File: src/rtl/tcu_pkg.sv
package tcu_pkg;

    // Byte select encoding on the read port
    typedef enum logic {
        BYTE_HI = 1'b0,
        BYTE_LO = 1'b1
    } byte_sel_e;

endpackage

File: src/rtl/tcu_counter.sv
module tcu_counter #(
    parameter int              CNT_W     = 16,
    parameter int              PRESCALE  = 4,
    parameter logic [CNT_W-1:0] CNT_RESET = 16'hFFFC
) (
    input  logic             clk_i,
    input  logic             rst_ni,
    output logic [CNT_W-1:0] cnt_o
);
    localparam int PS_W = (PRESCALE > 2) ? $clog2(PRESCALE) : 1;
    localparam logic [PS_W-1:0] PS_LAST = PS_W'(PRESCALE - 1);

    typedef struct packed {
        logic [PS_W-1:0]  ps;
        logic [CNT_W-1:0] cnt;
    } cnt_st_t;

    cnt_st_t st_d, st_q;

    always_comb begin
        st_d = st_q;
        if (st_q.ps == PS_LAST) begin
            st_d.ps  = '0;
            st_d.cnt = st_q.cnt + 1'b1;
        end else begin
            st_d.ps  = st_q.ps + 1'b1;
        end
    end

    always_ff @(posedge clk_i or negedge rst_ni) begin
        if (!rst_ni) begin
            st_q.ps  <= '0;
            st_q.cnt <= CNT_RESET;
        end else begin
            st_q <= st_d;
        end
    end

    assign cnt_o = st_q.cnt;

    // Counter only ever moves forward by one, wrapping at the top
    assert_cnt_step_R1: assert property (@(posedge clk_i) disable iff (!rst_ni)
        !$stable(st_q.cnt) |-> (st_q.cnt == $past(st_q.cnt) + 1'b1));

endmodule

File: src/rtl/tcu_edge_sync.sv
module tcu_edge_sync #(
    parameter int CNT_W       = 16,
    parameter int SYNC_STAGES = 2
) (
    input  logic             clk_i,
    input  logic             rst_ni,
    input  logic             pin_i,
    input  logic             rise_sel_i,
    input  logic [CNT_W-1:0] cnt_i,
    output logic             stb_o,
    output logic [CNT_W-1:0] stamp_o
);
    localparam int LAST = SYNC_STAGES - 1;

    typedef struct packed {
        logic [SYNC_STAGES-1:0]            pin;
        logic [SYNC_STAGES-1:0][CNT_W-1:0] ts;
        logic                              hist;
    } sync_st_t;

    sync_st_t st_d, st_q;
    logic     lvl_new;

    // Pin level and the counter value at its first sample travel together
    always_comb begin
        st_d      = st_q;
        st_d.pin  = {st_q.pin[LAST-1:0], pin_i};
        st_d.ts   = {st_q.ts[LAST-1:0], cnt_i};
        st_d.hist = st_q.pin[LAST];
    end

    always_ff @(posedge clk_i or negedge rst_ni) begin
        if (!rst_ni) begin
            st_q <= '0;
        end else begin
            st_q <= st_d;
        end
    end

    assign lvl_new = st_q.pin[LAST];
    assign stb_o   = rise_sel_i ? (lvl_new & ~st_q.hist) : (~lvl_new & st_q.hist);
    assign stamp_o = st_q.ts[LAST] + 1'b1;

    // A detected edge yields a single-cycle strobe
    assert_stb_single_R3: assert property (@(posedge clk_i) disable iff (!rst_ni)
        stb_o |=> !stb_o);

endmodule

File: src/rtl/tcu_capture.sv
module tcu_capture
    import tcu_pkg::*;
#(
    parameter int CNT_W = 16
) (
    input  logic             clk_i,
    input  logic             rst_ni,
    input  logic             stb_i,
    input  logic [CNT_W-1:0] stamp_i,
    input  logic             rd_en_i,
    input  logic             rd_addr_i,
    output logic [7:0]       rd_data_o,
    output logic             flag_o
);
    localparam int BYTE_W = CNT_W / 2;

    typedef struct packed {
        logic flag;
        logic lock;
    } ctl_st_t;

    ctl_st_t          st_d, st_q;
    logic [CNT_W-1:0] cap_d, cap_q;
    logic             rd_hi, rd_lo, take;

    always_comb begin
        rd_hi = rd_en_i && (byte_sel_e'(rd_addr_i) == BYTE_HI);
        rd_lo = rd_en_i && (byte_sel_e'(rd_addr_i) == BYTE_LO);
        // No capture while locked, nor in the cycle the high byte is taken
        take  = stb_i && !st_q.lock && !rd_hi;

        st_d  = st_q;
        cap_d = cap_q;
        if (take) begin
            cap_d = stamp_i;
        end

        if (take) begin
            st_d.flag = 1'b1;
        end else if (rd_lo) begin
            st_d.flag = 1'b0;
        end

        if (rd_lo) begin
            st_d.lock = 1'b0;
        end else if (rd_hi) begin
            st_d.lock = 1'b1;
        end
    end

    always_ff @(posedge clk_i or negedge rst_ni) begin
        if (!rst_ni) begin
            st_q <= '0;
        end else begin
            st_q <= st_d;
        end
    end

    // Capture contents deliberately survive reset
    always_ff @(posedge clk_i) begin
        cap_q <= cap_d;
    end

    assign rd_data_o = (byte_sel_e'(rd_addr_i) == BYTE_HI) ? cap_q[CNT_W-1:BYTE_W]
                                                           : cap_q[BYTE_W-1:0];
    assign flag_o    = st_q.flag;

    assert_flag_set_R6: assert property (@(posedge clk_i) disable iff (!rst_ni)
        (stb_i && !st_q.lock && !rd_hi) |=> flag_o);

    assert_flag_clear_R7: assert property (@(posedge clk_i) disable iff (!rst_ni)
        (rd_lo && !stb_i) |=> !flag_o);

    assert_lock_hold_R8: assert property (@(posedge clk_i) disable iff (!rst_ni)
        st_q.lock |=> $stable(cap_q));

endmodule

File: src/rtl/tmr_capture_unit.sv
module tmr_capture_unit #(
    parameter int               CNT_W       = 16,
    parameter int               PRESCALE    = 4,
    parameter logic [CNT_W-1:0] CNT_RESET   = 16'hFFFC,
    parameter int               SYNC_STAGES = 2
) (
    input  logic       clk_i,
    input  logic       rst_ni,
    input  logic       cap_pin_i,
    input  logic       edge_rise_i,
    input  logic       rd_en_i,
    input  logic       rd_addr_i,
    output logic [7:0] rd_data_o,
    output logic       cap_flag_o
);
    logic [CNT_W-1:0] cnt;
    logic [CNT_W-1:0] stamp;
    logic             stb;

    tcu_counter #(
        .CNT_W     (CNT_W),
        .PRESCALE  (PRESCALE),
        .CNT_RESET (CNT_RESET)
    ) counter_i (
        .clk_i  (clk_i),
        .rst_ni (rst_ni),
        .cnt_o  (cnt)
    );

    tcu_edge_sync #(
        .CNT_W       (CNT_W),
        .SYNC_STAGES (SYNC_STAGES)
    ) sync_i (
        .clk_i      (clk_i),
        .rst_ni     (rst_ni),
        .pin_i      (cap_pin_i),
        .rise_sel_i (edge_rise_i),
        .cnt_i      (cnt),
        .stb_o      (stb),
        .stamp_o    (stamp)
    );

    tcu_capture #(
        .CNT_W (CNT_W)
    ) capture_i (
        .clk_i     (clk_i),
        .rst_ni    (rst_ni),
        .stb_i     (stb),
        .stamp_i   (stamp),
        .rd_en_i   (rd_en_i),
        .rd_addr_i (rd_addr_i),
        .rd_data_o (rd_data_o),
        .flag_o    (cap_flag_o)
    );

endmodule

File: config.mk
export PLATFORM = sky130hd
export DESIGN_NAME = tmr_capture_unit
export DESIGN_NICKNAME = d
export VERILOG_FILES = /design/src/rtl/tcu_pkg.sv /design/src/rtl/tcu_counter.sv /design/src/rtl/tcu_edge_sync.sv /design/src/rtl/tcu_capture.sv /design/src/rtl/tmr_capture_unit.sv
export SDC_FILE = /design/constraint.sdc
export NUM_CORES = 1
export LEC_CHECK = 0
export ABC_AREA = 1
export BUFFER_PORTS_ARGS = -buffer_cell sky130_fd_sc_hd__buf_2
export CORE_MARGIN = 1.5
export CORE_UTILIZATION = 35
export DETAILED_ROUTE_END_ITERATION = 16
export SETUP_SLACK_MARGIN = 0.3
export SYNTH_ARGS = -nofsm -noshare
export SYNTH_HDL_FRONTEND = slang
export SYNTH_SLANG_ARGS = --single-unit
File: constraint.sdc
create_clock -name clk_i -period 1.75 [get_ports clk_i]
set_input_delay 0.525 -clock clk_i [delete_from_list [all_inputs] [get_ports clk_i]]
set_output_delay 0.525 -clock clk_i [all_outputs]
set_load 0.02 [all_outputs]
== Yosys cells after proc, flatten, opt, wreduce, memory -nomap -nowiden ==
Cells that the tools add are included.
W data, S select, Z words.

* Logic and storage cells: 33
* Register bits after elaboration: 71
* Output and inout bits: 9
* Input port bits: 6

* Reduce and logical (&&, ||, !) cells: 8
* Bitwise logic cells: 5
* Mux-type cells: 7
* Equal/unequal tests: 1
* Add/subtract/negate cells: 3

{| class="wikitable"
|+ Operators by type and width
! kind !! count
|-
| $add A16 B1 Y16 const B || 2
|-
| $mux W8 || 1
|-
| $mux W1 || 5
|-
| $logic_and A1 B1 Y1 || 4
|-
| $reduce_bool A2 Y1 || 2
|-
| $not A1 Y1 || 3
|-
| $add A2 B1 Y2 const B || 1
|-
| $and A1 B1 Y1 || 2
|-
| $eq A2 B2 Y1 const B || 1
|-
| $logic_not A1 Y1 || 2
|-
| $mux W2 || 1
|}

== Longest topological paths before layout ==
Gate-level depths: netlist (run 1).

* Word-level depth: 6
* Depth in mapped cells: 9
* Gate-level depth less buffers: 8

== By module ==
Synthesis (run 1) repeated with hierarchy kept, for this count alone.

* Cells, all modules: 289
* Area total of the unflattened synthesis: 2,994.1 um^2

{| class="wikitable"
|+ By module, submodules not included
! module !! times used !! cells each !! sequential area each (um^2) !! area an instance (um^2)
|-
| tcu_edge_sync || 1 || 112 || 875.8 || 1,268.7
|-
| tcu_counter || 1 || 124 || 467.9 || 1,039.7
|-
| tcu_capture || 1 || 53 || 530.5 || 685.7
|}

== Worst setup path before layout (run 1) ==
Ideal clock, no wire load.

* Path kind: input port to flip-flop
* Start point: input rd_addr_i
* End point: register capture_i.cap_q[0], enable pin
* Stages: 5
* Library setup time: 0.364 ns
* Path slack: -0.050 ns
* Buffers on the path: 1
* Data arrival time: 1.436 ns
* Data required time: 1.386 ns
* Path through: buf_2 > clkinv_1 > nand2_1 > nand4_1 > inv_1

* Cells in the longest elaborated chain, start to end: 4

{| class="wikitable"
|+ Ends and longest elaborated chain
! element !! RTL line !! source
|-
| from (decl) || tmr_capture_unit.sv:12 || <nowiki>input logic rd_addr_i,</nowiki>
|-
| $not A1 Y1 || -- ||
|-
| $logic_and A1 B1 Y1 || tcu_capture.sv:27 || <nowiki>rd_hi = rd_en_i && (byte_sel_e'(rd_addr_i) == BYTE_HI);</nowiki>
|-
| $logic_not A1 Y1 || tcu_capture.sv:30 || <nowiki>take = stb_i && !st_q.lock && !rd_hi;</nowiki>
|-
| $logic_and A1 B1 Y1 || tcu_capture.sv:30 ||
|-
| to (signal assigned) || tcu_capture.sv:61 || <nowiki>cap_q <= cap_d;</nowiki>
|-
| to (decl) || tcu_capture.sv:23 || <nowiki>logic [CNT_W-1:0] cap_d, cap_q;</nowiki>
|}

Every way passes these cells.
A chain may end at the register's enable or synchronous reset.

== Worst setup path after layout (run 1) ==
* Start point: register capture_i.cap_q[12]
* End point: output rd_data_o[4]

* Cells in the longest elaborated chain, start to end: 1

{| class="wikitable"
|+ Ends and longest elaborated chain
! element !! RTL line !! source
|-
| $mux W8 || tcu_capture.sv:64 || <nowiki>assign rd_data_o = (byte_sel_e'(rd_addr_i) == BYTE_HI) ? cap_q[CNT_W-1:BYTE_W]</nowiki>
|-
| to (decl) || tmr_capture_unit.sv:13 || <nowiki>output logic [7:0] rd_data_o,</nowiki>
|}

Every way passes these cells.

==> results.toml, run 1 <==
[drt]
drt-pass1-iter-count = 4
drc = 0
drt-wirelength-per-cell_um = 10.3
post_drt_via_cell_ratio = 4.30
final_routed_wirelength_across_all_metal_layers_um = 3750
drt.antenna.violating_nets = 0
route.vias.total = 1562
detail_route.iter0.violations = 53

[worst_setup_path]
end_kind = "output port"
critPathMaxFanout = 1
critPathKind = "flop to output port"
critical_path.startpoint_type = "flop"
critical_path_arrival_ps = 1000
cp_data_required_time_ps = 1220

[power_and_ir_drop]
pwr-share-seq_pct = 58.7
clock_power_share_pct = 36.2
p_int_mw = 2.34
pleak_nw = 1.39
vdd_ir_drop_max_v = 0.000541
power.share.combinational_pct = 5.1
power-per-cell-area_nw_per_um2 = 924
power.switching_mw = 0.625
power.switching_fraction_pct = 21.1

[sta]
timing.final.setup_violations = 0
max-slew-margin-rel_pct = 78.2
final-hold-violation-count = 0
tightestPinTransition_ps = 326
slew_viol_final = 0
timing.setup.tns_ps = 0
clock.fmax_mhz = 657
fin_worst_hold_slack_ps = 177
period_needed_ps = 1520
fin_worst_skew_ps = 7.84
rsz0062_at_grt = "yes"
fin_ws_ps = 228
layout_worst_path_cycle_share_pct = 87.0

[logic_synthesis]
ys.warnings.count = 0
syn-num-nets = 243
ys_ff_latch = 71
ys_top_cells_by_area = "sky130_fd_sc_hd__dfrtp_1 38%, sky130_fd_sc_hd__edfxtp_1 18%, sky130_fd_sc_hd__dfstp_2 14%"
ys_seq_area_share_pct = 69.1
yosysTopAreaCellShare_pct = 37.8
synthesis.area_per_instance_um2 = 11.6
syn-instance-count = 234
synth_top_cell_by_area = "sky130_fd_sc_hd__dfrtp_1"
netlist-cell-type-count = 24
mappedNetlistArea_um2 = 2710

[status]
run_status = "complete, no violations"

[grt]
gr-max-usage-layer = "met2"
grt.total_usage_pct = 10.6
grt.met2_usage_pct = 16.8
first_global_vias = 1533
grtUsageMet1_pct = 12.4
global_route.overflow_total = 0
grt_pass1_wl_um = 6800
grt_antenna_before_repair = 0
maximum_number_of_pins_on_one_net_before_global_route_repair = 56
use_met3_pct = 5.36

[cts]
root_buffer = "sky130_fd_sc_hd__clkbuf_8"
hold_buffers = 0
cts.htree.levels = 3
cts_made_buffers = 9
cts_max_path_buffers = 2
path_clk_slew_ps = 70
clock_latency_ps = 330
cts_tree = "built"
clock-sinks = 71

[floorplanning]
rows = 31
fp.coreArea_um2 = 7370
ioPinCount = 15
die_h_um = 91.0
start_util_pct = 36.8
die_area_um2 = 8280
die_width_um = 91.0

[placed_design]
dp.final_hpwl_um = 2680
dp_slack_ps = 22.1
gpl.final_weighted_congestion = 0.749
io_buffers = 14

[finish]
layout_commonest_cell = "sky130_fd_sc_hd__nand2_1"
n_antenna_cell = 0
commonest_cells_after_routing_fill_and_taps_aside = "64 x sky130_fd_sc_hd__nand2_1, 41 x sky130_fd_sc_hd__dfrtp_1, 17 x sky130_fd_sc_hd__inv_1, 17 x sky130_fd_sc_hd__nor2_1, 16 x sky130_fd_sc_hd__edfxtp_1"
areaGrowthSynthToFinish_pct = 18.2
drive_gt1_share_pct = 22.0
layout.area.seq_um2 = 1870
multi_input_area_um2 = 798
filler_cell_count = 694
post_layout_net_count = 268

[flow_run]
max_cap_viol_count = 0

[hold_path]
worst_hold_path_type = "input pin to async pin"
critical path: stages (launching register included):
cell	delay (ps)
sky130_fd_sc_hd__edfxtp_1	380
sky130_fd_sc_hd__nand2_1	90
sky130_fd_sc_hd__nand2_1	60
sky130_fd_sc_hd__buf_6	130
path summary, 6_finish.rpt:
check	end	cells after the start	slack, ps	start
max	rd_data_o[4]	3	230	capture_i.cap_q[12]
min	sync_i.lvl_new	2	180	rst_ni
max reg2reg	capture_i.cap_q[6]	3	410	sync_i.lvl_new
min reg2reg	sync_i.st_q[30]	0	350	sync_i.st_d[30]
max in group asynchronous	counter_i.cnt_o[3]	2	1280	rst_ni
min in group clk_i	sync_i.st_d[34]	1	300	cap_pin_i
metrics by stage:
| stage | std cells | power [mW] | cell area [um2] | util [%] |
|---|---|---|---|---|
| after global placement | 346 | 1.90 | 2930 | 39.8 |
| after CTS | 362 | 3.00 | 3160 | 42.9 |
| after floorplan | 234 | 1.84 | 2750 | - |
| after global routing | 363 | 3.10 | 3200 | 43.5 |
| final | 363 | 2.96 | 3200 | 43.5 |
| after detailed placement | 346 | 1.90 | 2930 | 39.8 |
per-layer routing:
metal  vias up  part of all wire (%)
li1        796                     -
met1       735                    46
met2        26                    48
met3         5                   4.7
met4         0                   1.0
met5         -                     0
power by group through the flow:
stage               Clock, mW  Sequential (mW)  Combinational, mW
CTS                      1.11             1.74              0.152
global placement            0             1.77              0.128
finish                   1.07             1.74              0.152
detailed placement          0             1.77              0.130
global route             1.20             1.74              0.169
floorplan                   0             1.77             0.0670
area by class of cell:
class / count / area share, %
Clock inverter: 2 / 0.312
Tap cell: 99 / 3.87
Multi-Input combinational cell: 142 / 24.9
Inverter: 19 / 2.73
Sequential cell: 71 / 58.5
Clock buffer: 14 / 4.76
Timing Repair Buffer: 16 / 4.92
what timing repair did:
| item | CTS | global route |
|---|---|---|
| gates resized for setup | 19 | 9 |
| cloned | 0 | 0 |
| setup buffers | 0 | 1 |
| setup endpoints to repair | 9 | 17 |
| pin swaps | 12 | 11 |
sequential cells by signal (all words and copies together) (netlist names):
| name | cells |
|---|---|
| sync_i.lvl_new | 1 |
| counter_i.cnt_o | 16 |
| capture_i.flag_o | 1 |
| sync_i.st_d | 17 |
| capture_i.cap_q | 16 |
| capture_i.st_q | 1 |
| counter_i.st_q | 2 |
| sync_i.st_q | 17 |
synthesized netlist by cell type, drive strengths merged:
cell    number
buf          2
o21ai        3
dfstp       14
dfrtp       41
nand4        6
ha           3
nand3b       1
nor2        22
xor2        13
nand3       12
inv         18
nor3         2
nand2       68
clkinv       1
edfxtp      16
xnor2       10
o21bai       1
mux2         1
cells by family (layout without fill, tap and decap cells):
logic type / count (synthesis) / in the layout / synth area share (%)
fa+ha+maj: 3 / 3 / 1.38
flops: 71 / 71 / 69.1
mux: 1 / 1 / 0.415
simple gates: 111 / 111 / 17.7
compound gates: 4 / 4 / 0.831
buf+inv: 21 / 51 / 3.09
xor+xnor: 23 / 23 / 7.43
No activity file was read; power rests on OpenSTA's default activity.
==> inputs of run 2 (changes only) <==
SYNTH_HIERARCHICAL = 1   (was default)
==> run 2 against run 1 <==
  * Synthesized area grew 10%
  * Synthesized cell count grew 24%
  * Via count grew 14%
  * First-iteration DRC count grew 1.9%
  * Clock power grew 29%
  * Global-route usage grew 0.56 points
  * Clock skew is essentially flat
  * Non-clock buffer count grew 3
  * Worst hold slack lost 62 ps
==> results.toml, run 2 <==
[cts]
clock-sinks = 71
root_buffer = "sky130_fd_sc_hd__clkbuf_8"
cts.htree.levels = 3
clock_latency_ps = 340
cts_tree = "built"
hold_buffers = 0
cts_max_path_buffers = 2
path_clk_slew_ps = 70
cts_made_buffers = 9

[logic_synthesis]
synth_top_cell_by_area = "sky130_fd_sc_hd__dfrtp_1"
synthTopCellsByCount = "83 x sky130_fd_sc_hd__nand2_1, 41 x sky130_fd_sc_hd__dfrtp_1, 28 x sky130_fd_sc_hd__inv_1, 26 x sky130_fd_sc_hd__nor2_1, 17 x sky130_fd_sc_hd__buf_4"
ys_top_cells_by_area = "sky130_fd_sc_hd__dfrtp_1 34%, sky130_fd_sc_hd__edfxtp_1 16%, sky130_fd_sc_hd__dfstp_2 12%"
fraction_of_registers_with_async_set_reset_pct = 77.5
syn-instance-count = 289
mappedNetlistArea_um2 = 2990
synth_enable_flop_cells = 16
ys.warnings.count = 6
synth_most_common_cell = "sky130_fd_sc_hd__nand2_1"
ys_ff_latch = 71
postSynth.topFlopCell = "sky130_fd_sc_hd__dfrtp_1"
syn-num-nets = 298
synthesis.area_per_instance_um2 = 10.4
ys_seq_area_share_pct = 62.6
netlist-cell-type-count = 25
yosysTopAreaCellShare_pct = 34.3

[drt]
final_routed_wirelength_across_all_metal_layers_um = 4360
post_drt_via_cell_ratio = 4.31
drc = 0
drt-pass1-iter-count = 4
drt-wirelength-per-cell_um = 10.6
drt.antenna.violating_nets = 0
detail_route.iter0.violations = 54
route.vias.total = 1775

[finish]
finish.instance_area_um2 = 3470
multi_input_area_um2 = 906
post_layout_net_count = 311
drive_gt1_share_pct = 24.8
commonest_cells_after_routing_fill_and_taps_aside = "82 x sky130_fd_sc_hd__nand2_1, 41 x sky130_fd_sc_hd__dfrtp_1, 25 x sky130_fd_sc_hd__inv_1, 22 x sky130_fd_sc_hd__nor2_1, 16 x sky130_fd_sc_hd__edfxtp_1"
layout.area.seq_um2 = 1870
layoutNonFillerInstCount = 412
n_antenna_cell = 0
areaGrowthSynthToFinish_pct = 15.8
layout_commonest_cell = "sky130_fd_sc_hd__nand2_1"
filler_cell_count = 780
post-route-util_pct = 42.0

[worst_setup_path]
crit_buf_inv = 1
critPathMaxFanout = 1
r2r_setup_slack_ps = 360
critPathMostFrequentCell = "sky130_fd_sc_hd__nand2_1"
path_delay_family = "flip-flops"
critPathKind = "flop to output port"
crit_path_end = "rd_data_o[1]"
cp_data_required_time_ps = 1220
critical_path.startpoint_type = "flop"
crit-reg2reg-launch = "sync_i/st_q[0]"
end_kind = "output port"
timing.critical_path.slowest_cell_delay_ps = 400
critical_path_arrival_ps = 1000
critical_path_cell_count = 3
slowest_stage = "sky130_fd_sc_hd__edfxtp_1"
timing.critical_path.cells = "nand2_1 > nand2_1 > buf_6"
crit_path_start = "capture_i/cap_q[9]"
worst-r2r-cell-count = 8
worst_r2r_endpoint = "capture_i/cap_q[15]"

[sta]
clock.fmax_mhz = 654
max-slew-margin-rel_pct = 72.8
fin_worst_hold_slack_ps = 115
fin_worst_skew_ps = 7.96
final-hold-violation-count = 0
timing.final.setup_violations = 0
layout_worst_path_cycle_share_pct = 87.4
rsz0062_at_grt = "yes"
period_needed_ps = 1530
slew_viol_final = 0
tightestPinTransition_ps = 408
timing.setup.tns_ps = 0

[grt]
first_global_vias = 1695
grt_antenna_before_repair = 0
grt.total_usage_pct = 11.2
maximum_number_of_pins_on_one_net_before_global_route_repair = 26
grt_pass1_wl_um = 7480
global_route.overflow_total = 0

[flow_run]
max_cap_viol_count = 0

[floorplanning]
die_h_um = 95.5
ioPinCount = 15
fp.coreArea_um2 = 8260
die_area_um2 = 9120
rows = 33
start_util_pct = 36.3
die_width_um = 95.5

[placed_design]
dp.final_hpwl_um = 3200
gpl.final_weighted_congestion = 0.844
dpl-instance-area_um2 = 3110
io_buffers = 14
dp.cells = 392

[power_and_ir_drop]
pleak_nw = 1.54
vdd_ir_drop_max_v = 0.000848
power-per-cell-area_nw_per_um2 = 940

[hold_path]
worst_hold_path_type = "input pin to async pin"

[status]
run_status = "complete, no violations"
-- run 2: changes by cell type in the layout (fill, tap and decap cells not counted), sizes merged, moves of 4 or more --
cell | before | now
inv | 17 | 29
nand2 | 68 | 91
nor2 | 22 | 32
xor2 | 13 | 9
-- run 2: metal layers --
metal | GRT usage (%) | wire length [um] | up-vias
met2 | 18.6 | 2110 | 27
met5 | 0 | 0 | -
met4 | 5.51 | 86 | 0
met1 | 12.5 | 2000 | 825
met3 | 4.31 | 171 | 10
li1 | - | - | 913
-- run 2: cell type report --
cell class / count / share of cell area (%)
well taps: 105 / 3.79
clock inverters: 4 / 2.02
repair buffers: 19 / 6.32
inverters: 29 / 3.39
clock buffers: 12 / 4.19
multi-input cells: 171 / 26.1
repair inverters: 1 / 0.108
flip-flops and latches: 71 / 54.1
-- run 2: how the worst min path moves through the flow --
stage	end	slack, ps	cells after the start
2_1_floorplan	capture_i/flag_o	230	0
3_3_place_gp	sync_i/st_q[31]	330	0
3_5_place_dp	sync_i/st_q[24]	330	0
4_1_cts	counter_i/st_q[16]	110	1
5_1_grt	counter_i/st_q[17]	130	1
6_report	counter_i/st_q[16]	120	1
-- run 2: cell families (layout without fill, tap and decap cells) --
| logic type | after synthesis | count (layout) | synth area share [%] |
|---|---|---|---|
| XOR/XNOR | 17 | 17 | 4.97 |
| buffers and inverters | 47 | 65 | 8.44 |
| adder cells (fa/ha/maj) | 3 | 3 | 1.25 |
| flip-flops | 71 | 71 | 62.6 |
| AO/OA/AOI/OAI | 5 | 5 | 0.919 |
| AND/OR/NAND/NOR | 146 | 146 | 21.8 |
-- run 2: report_power, final --
part           internal [mW]  total, mW  switching, mW
Clock                  0.837       1.38          0.539
Sequential              1.72       1.73        0.00986
Combinational         0.0669      0.156         0.0893
Total                   2.62       3.26          0.639
-- run 2: stage by stage --
stage               setup WS [ps]  power (mW)
floorplan                     260        1.82
finish                        221        3.26
detailed placement           11.9        1.88
global placement             55.4        1.88
CTS                           195        3.31
global route                  164        3.40
-- run 2: timing repair --
item	in CTS	in global routing
pin swaps	16	6
setup buffers	2	0
endpoints found under the hold margin	0	0
cloned	1	1
resized for setup	19	10
setup endpoints to repair	24	35
